[config.mk]
export PLATFORM = sky130hd
export DESIGN_NAME = uart_vote_rx
export DESIGN_NICKNAME = d
export VERILOG_FILES = /design/src/rtl/uvr_pkg.sv /design/src/rtl/uvr_sync.sv /design/src/rtl/uvr_bitclock.sv /design/src/rtl/uvr_frame.sv /design/src/rtl/uart_vote_rx.sv
export SDC_FILE = /design/constraint.sdc
export NUM_CORES = 1
export LEC_CHECK = 0
export BUFFER_PORTS_ARGS = -buffer_cell sky130_fd_sc_hd__buf_4
export CELL_PAD_IN_SITES_DETAIL_PLACEMENT = 0
export CELL_PAD_IN_SITES_GLOBAL_PLACEMENT = 2
export CORE_MARGIN = 3
export CORE_UTILIZATION = 42
export DETAILED_ROUTE_END_ITERATION = 16
export PLACE_DENSITY = 0.93
export REMOVE_ABC_BUFFERS = 1
export SYNTH_ARGS = -nofsm -noshare
export SYNTH_HDL_FRONTEND = slang
export SYNTH_SLANG_ARGS = --single-unit
[constraint.sdc]
create_clock -name clk_i -period 5.85 [get_ports clk_i]
set_clock_uncertainty 0.05 [all_clocks]
set_input_delay 1.17 -clock clk_i [delete_from_list [all_inputs] [get_ports clk_i]]
set_output_delay 1.17 -clock clk_i [all_outputs]
set_load 0.02 [all_outputs]
[src/rtl/uvr_pkg.sv]
package uvr_pkg;
  localparam int unsigned DATA_W  = 8;
  localparam int unsigned SPB_NRM = 16;
  localparam int unsigned SPB_DBL = 8;

  typedef enum logic [1:0] {
    ST_IDLE  = 2'd0,
    ST_START = 2'd1,
    ST_DATA  = 2'd2,
    ST_STOP  = 2'd3
  } rx_state_e;
endpackage

[src/rtl/uvr_sync.sv]
// Line synchroniser followed by a tick-qualified falling-edge detector.
module uvr_sync #(
  parameter int unsigned STAGES = 2
) (
  input  logic clk_i,
  input  logic rst_ni,
  input  logic tick_i,
  input  logic rxd_i,
  output logic line_o,
  output logic fall_o
);
  logic [STAGES-1:0] chain_q, chain_d;
  logic              prev_q, prev_d;

  always_comb begin
    chain_d = {chain_q[STAGES-2:0], rxd_i};
    prev_d  = prev_q;
    if (tick_i) prev_d = chain_q[STAGES-1];
  end

  always_ff @(posedge clk_i or negedge rst_ni) begin
    if (!rst_ni) begin
      chain_q <= '1;
      prev_q  <= 1'b1;
    end else begin
      chain_q <= chain_d;
      prev_q  <= prev_d;
    end
  end

  assign line_o = chain_q[STAGES-1];
  assign fall_o = tick_i & prev_q & ~chain_q[STAGES-1];
endmodule

[src/rtl/uvr_bitclock.sv]
// Oversample counter and three-sample centre vote.
module uvr_bitclock #(
  parameter int unsigned SPB_N = 16,
  parameter int unsigned SPB_D = 8
) (
  input  logic clk_i,
  input  logic rst_ni,
  input  logic tick_i,
  input  logic restart_i,
  input  logic run_i,
  input  logic dbl_i,
  input  logic line_i,
  output logic vote_valid_o,
  output logic vote_bit_o,
  output logic bit_end_o
);
  localparam int unsigned CW    = $clog2(SPB_N + 1);
  localparam int unsigned MID_N = SPB_N / 2 + 1;
  localparam int unsigned MID_D = SPB_D / 2 + 1;

  logic [CW-1:0] cnt_q, cnt_d, idx, spb, mid;
  logic [1:0]    smp_q, smp_d;

  always_comb begin
    spb = dbl_i ? CW'(SPB_D) : CW'(SPB_N);
    mid = dbl_i ? CW'(MID_D) : CW'(MID_N);
    idx = (cnt_q >= spb) ? CW'(1) : cnt_q + CW'(1);
  end

  always_comb begin
    cnt_d        = cnt_q;
    smp_d        = smp_q;
    vote_valid_o = 1'b0;
    bit_end_o    = 1'b0;
    if (restart_i) begin
      cnt_d = CW'(1);
      smp_d = 2'b00;
    end else if (run_i && tick_i) begin
      cnt_d = idx;
      if (idx == mid - CW'(1)) smp_d[0] = line_i;
      if (idx == mid)          smp_d[1] = line_i;
      if (idx == mid + CW'(1)) vote_valid_o = 1'b1;
      if (idx == spb)          bit_end_o = 1'b1;
    end
  end

  assign vote_bit_o = (smp_q[0] & smp_q[1]) | (smp_q[0] & line_i) |
                      (smp_q[1] & line_i);

  always_ff @(posedge clk_i or negedge rst_ni) begin
    if (!rst_ni) begin
      cnt_q <= '0;
      smp_q <= '0;
    end else begin
      cnt_q <= cnt_d;
      smp_q <= smp_d;
    end
  end
endmodule

[src/rtl/uvr_frame.sv]
// Frame sequencer: start check, data shifting, stop check.
module uvr_frame
  import uvr_pkg::*;
#(
  parameter int unsigned DW = DATA_W
) (
  input  logic          clk_i,
  input  logic          rst_ni,
  input  logic          rx_en_i,
  input  logic          fall_i,
  input  logic          vote_valid_i,
  input  logic          vote_bit_i,
  input  logic          bit_end_i,
  output logic          restart_o,
  output logic          run_o,
  output logic [DW-1:0] data_o,
  output logic          valid_o,
  output logic          frame_err_o
);
  localparam int unsigned BW = $clog2(DW);

  rx_state_e     st_q, st_d;
  logic [BW-1:0] bit_q, bit_d;
  logic [DW-1:0] sh_q, sh_d, data_q, data_d;
  logic          valid_d, ferr_q, ferr_d;

  always_comb begin
    st_d      = st_q;
    bit_d     = bit_q;
    sh_d      = sh_q;
    data_d    = data_q;
    ferr_d    = ferr_q;
    valid_d   = 1'b0;
    restart_o = 1'b0;
    if (!rx_en_i) begin
      st_d = ST_IDLE;
    end else begin
      unique case (st_q)
        ST_IDLE: if (fall_i) begin
          st_d      = ST_START;
          restart_o = 1'b1;
        end
        ST_START: begin
          if (vote_valid_i && vote_bit_i) st_d = ST_IDLE;
          else if (bit_end_i) begin
            st_d  = ST_DATA;
            bit_d = '0;
          end
        end
        ST_DATA: begin
          if (vote_valid_i) sh_d = {vote_bit_i, sh_q[DW-1:1]};
          if (bit_end_i) begin
            if (bit_q == BW'(DW - 1)) st_d = ST_STOP;
            else bit_d = bit_q + BW'(1);
          end
        end
        ST_STOP: if (vote_valid_i) begin
          data_d  = sh_q;
          ferr_d  = ~vote_bit_i;
          valid_d = 1'b1;
          st_d    = ST_IDLE;
        end
        default: st_d = ST_IDLE;
      endcase
    end
  end

  assign run_o = (st_q != ST_IDLE) && rx_en_i;

  always_ff @(posedge clk_i or negedge rst_ni) begin
    if (!rst_ni) begin
      st_q    <= ST_IDLE;
      bit_q   <= '0;
      sh_q    <= '0;
      data_q  <= '0;
      ferr_q  <= 1'b0;
      valid_o <= 1'b0;
    end else begin
      st_q    <= st_d;
      bit_q   <= bit_d;
      sh_q    <= sh_d;
      data_q  <= data_d;
      ferr_q  <= ferr_d;
      valid_o <= valid_d;
    end
  end

  assign data_o      = data_q;
  assign frame_err_o = ferr_q;
endmodule

[src/rtl/uart_vote_rx.sv]
module uart_vote_rx
  import uvr_pkg::*;
#(
  parameter int unsigned DW       = DATA_W,
  parameter int unsigned SPB_N    = SPB_NRM,
  parameter int unsigned SPB_D    = SPB_DBL,
  parameter int unsigned SYNC_STG = 2
) (
  input  logic          clk_i,
  input  logic          rst_ni,
  input  logic          tick_i,
  input  logic          rx_en_i,
  input  logic          rxd_i,
  input  logic          dbl_i,
  output logic [DW-1:0] data_o,
  output logic          valid_o,
  output logic          frame_err_o
);
  logic line, fall, restart, run, vote_valid, vote_bit, bit_end;

  uvr_sync #(.STAGES(SYNC_STG)) u_sync (
    .clk_i(clk_i), .rst_ni(rst_ni), .tick_i(tick_i), .rxd_i(rxd_i),
    .line_o(line), .fall_o(fall)
  );

  uvr_bitclock #(.SPB_N(SPB_N), .SPB_D(SPB_D)) u_bclk (
    .clk_i(clk_i), .rst_ni(rst_ni), .tick_i(tick_i), .restart_i(restart),
    .run_i(run), .dbl_i(dbl_i), .line_i(line), .vote_valid_o(vote_valid),
    .vote_bit_o(vote_bit), .bit_end_o(bit_end)
  );

  uvr_frame #(.DW(DW)) u_frame (
    .clk_i(clk_i), .rst_ni(rst_ni), .rx_en_i(rx_en_i), .fall_i(fall),
    .vote_valid_i(vote_valid), .vote_bit_i(vote_bit), .bit_end_i(bit_end),
    .restart_o(restart), .run_o(run), .data_o(data_o), .valid_o(valid_o),
    .frame_err_o(frame_err_o)
  );
endmodule

Word level (Yosys, flattened, before mapping)
Cells that the tools add are included.
{ "totals": {"reg_bits": 33, "wordCells": 91} }
{ "classes": {"n_bitwise": 9, "n_mux": 34, "add_sub_neg": 4, "n_reduce_logical": 15, "magnitude_cmp": 1, "eq_ne": 17} }
{ "ops": {"columns": ["op", "count"], "rows": [
  ["== test 5 bit", 4],
  ["two-way mux 5 bit", 4],
  ["two-way mux 2 bit", 9],
  ["two-way mux 1 bit", 14],
  ["two-way mux 3 bit", 4],
  ["adder 5 x 1 -> 5 bit, second input constant", 2],
  ["nonzero test 2 bit", 5],
  ["!= test 2 bit, second input constant", 4],
  ["one-hot mux 2 bit (4 select lines)", 1],
  ["!= test 3 x 2 -> 1 bit, second input constant", 2],
  ["!= test 3 bit, second input constant", 2],
  ["one-hot mux 3 bit (2 select lines)", 1],
  ["AND reduction 3 bit", 2],
  ["AND reduction 6 bit", 1],
  ["bitwise AND 1 bit", 5],
  [">= comparator 5 bit", 1],
  ["AND reduction 5 bit", 1],
  ["subtractor 5 x 1 -> 5 bit, second input constant", 1],
  ["== test 2 bit, second input constant", 2],
  ["two-way mux 4 bit", 1],
  ["!= test 4 x 3 -> 1 bit, second input constant", 1],
  ["AND reduction 2 bit", 2],
  ["adder 3 x 1 -> 3 bit, second input constant", 1],
  ["== test 3 bit, second input constant", 1],
  ["5 further kinds", 9]
]} }

Depth between registers and ports, before layout
{ "logic_depth": {"ltp_word": 11, "depth_mapped": 10, "mapped_depth_nobuf": 8} }

Hierarchy
From an unflattened synthesis, not the netlist that was laid out.
{ "hier_totals": {"cells_unflattened": 155, "hier_area_um2": 1762.9} }
{ "by_module_without_submodules": {"columns": ["mod", "cells_per_inst", "n_inst", "area_each_um2"], "rows": [
  ["uvr_frame", 81, 1, 1031.0],
  ["uvr_bitclock", 69, 1, 628.1],
  ["uvr_sync", 5, 1, 103.8]
]} }

Least setup slack after synthesis
No wires, ideal clock.
{ "synth_timing": {"kind": "input-to-reg", "startpoint": "in dbl_i", "endpoint": "reg u_frame.data_q[0] (netlist: u_frame.data_o[0])", "path_slack_ps": 2023, "setup_ps": 125, "cell_stages": 8, "t_arrival_ps": 3652, "path_cell_list": "ha_1 > and4b_1 > or4_1 > clkbuf_2 > or4_4 > or4_4 > buf_6 > mux2_4"} }
{ "synth_between": {"elab_chain_cells": 8, "elab_cells_between_ends": 10} }
{ "synth_lines": {"columns": ["element", "line_no", "source"], "rows": [
  ["start: declaration", "uart_vote_rx.sv:14", "input logic dbl_i,"],
  ["two-way mux 5 bit", "uvr_bitclock.sv:25", "spb = dbl_i ? CW'(SPB_D) : CW'(SPB_N);"],
  [">= comparator 5 bit", "uvr_bitclock.sv:27", "idx = (cnt_q >= spb) ? CW'(1) : cnt_q + CW'(1);"],
  ["two-way mux 5 bit", "uvr_bitclock.sv:27", null],
  ["== test 5 bit *", "uvr_bitclock.sv:42", "if (idx == mid + CW'(1)) vote_valid_o = 1'b1;"],
  ["two-way mux 1 bit *", "uvr_bitclock.sv:42", null],
  ["two-way mux 1 bit *", "uvr_bitclock.sv:38", "end else if (run_i && tick_i) begin"],
  ["two-way mux 1 bit *", "uvr_bitclock.sv:35", "if (restart_i) begin"],
  ["AND reduction 3 bit (no source line) *", null, null],
  ["end signal: assignment", "uvr_frame.sv:82", "data_q <= data_d;"],
  ["end: declaration", "uvr_frame.sv:24", "logic [DW-1:0] sh_q, sh_d, data_q, data_d;"]
]} }
Mark *: on every way between the ends. The rest lies on a longest branch, timed or not.
A chain may end at the register's enable or synchronous reset.

Worst setup path after layout
{ "layout_timing": {"startpoint": "in dbl_i", "endpoint": "reg u_frame.data_q[7] (netlist: u_frame.data_o[7])"} }
The elaborated chain is that of the path after synthesis.

==> run_results.csv <==
group,metric,value,unit
power_and_ir_drop,leakagePower,0.957,nW
timing,max-slew-margin-rel,52.3,%
worst_setup_path,critical-path-max-stage-delay,0.64,ns
worst_setup_path,worstPathArrival,3.90,ns
floorplan,die_w,69.4,um
worst_hold_path,hold_depth,0,
grt,track_usage,13.6,%
power_and_ir_drop,cellInternalPower,0.424,mW
floorplan,initial_utilization,44.8,%
place,gp_congestion,0.807,
clocking,cts_setup_buffers,0,
floorplan,ios,16,
logic_synthesis,synth_async_sr_flop_share,100,%
grt,antenna_found_initial,0,
logic_synthesis,synth_edf_count,0,
floorplan,num_rows,22,
clocking,cts_root_buf,"clkbuf_8",
cells_and_area,nets,171,
grt,grt_first_pass_wirelength,5.30,mm
worst_hold_path,worstHoldPathType,"reg -> reg",
logic_synthesis,synth_most_common_cell,"dfrtp_1",
place,port_buffers,15,
power_and_ir_drop,finalPower,0.551,mW
timing,fin_crit_sh,64.8,%
floorplan,coreArea,3770,um^2
clocking,cts.clk_slew.worst_paths,0.07,ns
timing,fin_setup_tns,0,ns
clocking,numCtsBuffers,5,
timing,rsz0062_at_grt,"no",
job,maxCapViolCount,0,
worst_setup_path,critical_path.max_fanout,10,
cells_and_area,n_fill_cell,325,
detailed_routing,final_antenna_net_count,0,
power_and_ir_drop,clkPwrFrac,45.6,%
worst_setup_path,worstPathRequired,5.97,ns
worst_setup_path,crit_top_cell,"or4_4",
logic_synthesis,ys_seq_area_share,49.1,%
clocking,tritoncts,"built",
detailed_routing,vias,1168,
worst_setup_path,crit_path_end_kind,"flip-flop",
worst_setup_path,worst_r2r_path_depth,7,
logic_synthesis,ys.flop_type,"dfrtp_1",
timing,slew_violations,0,
grt,grt_overflow,0,
floorplan,die_h,69.4,um
power_and_ir_drop,p_switching,0.126,mW
timing,setup_viol,0,
logic_synthesis,syn_area,1690,um^2
logic_synthesis,syn_avg_cell_area,11.8,um^2
cells_and_area,stdcell_area,1960,um^2
grt,grt_max_degree,34,
logic_synthesis,ys_types,44,
cells_and_area,layout-drive-gt1-share,30.0,%
place,dp_hpwl,2.27,mm
detailed_routing,post_drt_via_cell_ratio,5.62,
clocking,postCtsResizedCells,0,
detailed_routing,drt_iter0_drc,62,
place,place_area,1830,um^2
power_and_ir_drop,power_frac_seq,45.2,%
worst_setup_path,start_kind,"input port",
logic_synthesis,synthTopCellsByArea,"dfrtp_1 (44%), mux2_4 (7.1%), mux2_2 (6.0%), dfstp_2 (4.7%), ha_1 (4.4%)",
logic_synthesis,synth_top_area_cell,"dfrtp_1",
cells_and_area,antenna_cells,0,
worst_setup_path,slowest_stage,"or4_1",
worst_setup_path,cp_cell_sequence,"buf_4, ha_1, and4b_1, or4_1, or4_4, or4_4, mux2_4",
detailed_routing,drc,0,
detailed_routing,wl_per_cell,14.6,um
outcome,status,"completed",
detailed_routing,dr.pass1.iters,4,
power_and_ir_drop,irDropWorstVdd,0.138,mV
logic_synthesis,ys_warn_count,0,
grt,grt_pass1_vias,1139,
logic_synthesis,synth_commonest_cells,"dfrtp_1 (30), inv_1 (9), mux2_2 (9)",
floorplan,die_area,4820,um^2
timing,holdWs,0.313,ns
power_and_ir_drop,switching_share,22.9,%
cells_and_area,area_growth,16.1,%
power_and_ir_drop,powerDensity,281,nW/um^2
logic_synthesis,netlist.area_leader.share,44.4,%
clocking,clk_latency,0.28,ns
detailed_routing,wl,3.03,mm
logic_synthesis,netlist_instances,143,
clocking,cts-htree-levels,2,
clocking,ctsHoldBuffers,0,
power_and_ir_drop,comb_power_share,9.2,%
timing,hold_viol_final,0,
clocking,clockBufferDepth,2,
worst_setup_path,crit_type,"in -> reg",
timing,layout_min_cycle_time,3.79,ns
clocking,clock_sinks,33,
timing,tightest_slew,0.711,ns
logic_synthesis,synth-seq-cells,33,
timing,fmax,264,MHz
-- logic make-up after synthesis --
family / Yosys count / synth area share [%]
mux: 20 / 15.9
flops: 33 / 49.1
buf+inv: 15 / 4.00
compound gates: 24 / 10.1
fa+ha+maj: 7 / 5.04
xor+xnor: 2 / 1.04
simple gates: 42 / 14.9
-- final timing paths --
| path | startpoint | to | slack [ns] |
|---|---|---|---|
| worst min register to register | u_sync.chain_q[0]$_DFF_PN1_ | u_sync.chain_q[1]$_DFF_PN1_ | 0.31 |
| worst max-delay path | dbl_i | u_frame.data_o[7]$_DFFE_PN0P_ | 2.06 |
| max in group asynchronous | rst_ni | u_sync.chain_q[1]$_DFF_PN1_ | 4.66 |
| min in group asynchronous | rst_ni | u_frame.valid_o$_DFF_PN0_ | 0.76 |
| worst min-delay path | u_sync.chain_q[0]$_DFF_PN1_ | u_sync.chain_q[1]$_DFF_PN1_ | 0.31 |
| worst max register to register | u_bclk.cnt_q[0]$_DFFE_PN0P_ | u_frame.data_o[7]$_DFFE_PN0P_ | 2.44 |
-- power by group through the flow --
stage | Combinational [mW] | Clock, mW | Sequential [mW]
finish | 0.0505 | 0.251 | 0.249
global route | 0.0580 | 0.269 | 0.250
CTS | 0.0510 | 0.258 | 0.248
detailed placement | 0.0510 | 0 | 0.252
global placement | 0.0501 | 0 | 0.252
floorplan | 0.0348 | 0 | 0.248
-- critical path, delay by kind of cell --
family        cells  cell delay [ns]
mux               1             0.33
fa+ha+maj         1             0.29
buf+inv           1             0.14
simple gates      4             1.97
-- routing by layer --
layer / track usage [%] / vias to the layer above / wire length, um
met5: 0 / - / 0
met4: 5.64 / 0 / 65
met3: 3.77 / 8 / 123
met2: 20.6 / 27 / 1440
met1: 18.2 / 576 / 1400
li1: - / 557 / -
-- state kept, by name (all words and copies together), names as in the netlist --
register and cells:
u_frame.sh_q 8, u_frame.data_o 8, u_frame.st_q 2, u_bclk.cnt_q 5
u_sync.prev_q 1, u_frame.valid_o 1, u_bclk.smp_q 2, u_frame.frame_err_o 1
u_sync.chain_q 2, u_frame.bit_q 3
-- cell usage in the layout, fill, tap and decap left out, types with 3 or more instances in the layout --
cell and n:
dfrtp_1 30, buf_4 15, inv_1 9, mux2_2 9, nand2_1 8, mux2_4 8
nand3_1 6, ha_1 6, o21ai_0 5, clkbuf_8 5, a21oi_1 3, nor4_1 3
nor3_1 3, a211oi_1 3, nor2_1 3, dfstp_2 3
-- per-stage QoR --
stage	setup WS, ns	utilization [%]	cells
2_1_floorplan	2.05	-	137
3_3_place_gp	1.82	48.5	200
3_5_place_dp	1.77	48.5	200
4_1_cts	2.07	52.0	208
5_1_grt	1.99	52.0	208
6_report	2.06	52.0	208
-- final cells by class --
type / count / area [um^2] / share of cell area (%)
Clock buffer: 5 / 68.8 / 3.51
Clock inverter: 3 / 65.1 / 3.32
Inverter: 9 / 33.8 / 1.72
Multi-Input combinational cell: 95 / 792 / 40.4
Sequential cell: 33 / 830 / 42.3
Tap cell: 48 / 60.1 / 3.06
Timing Repair Buffer: 15 / 113 / 5.74
Note: power is estimated with default switching activity, not from simulation.
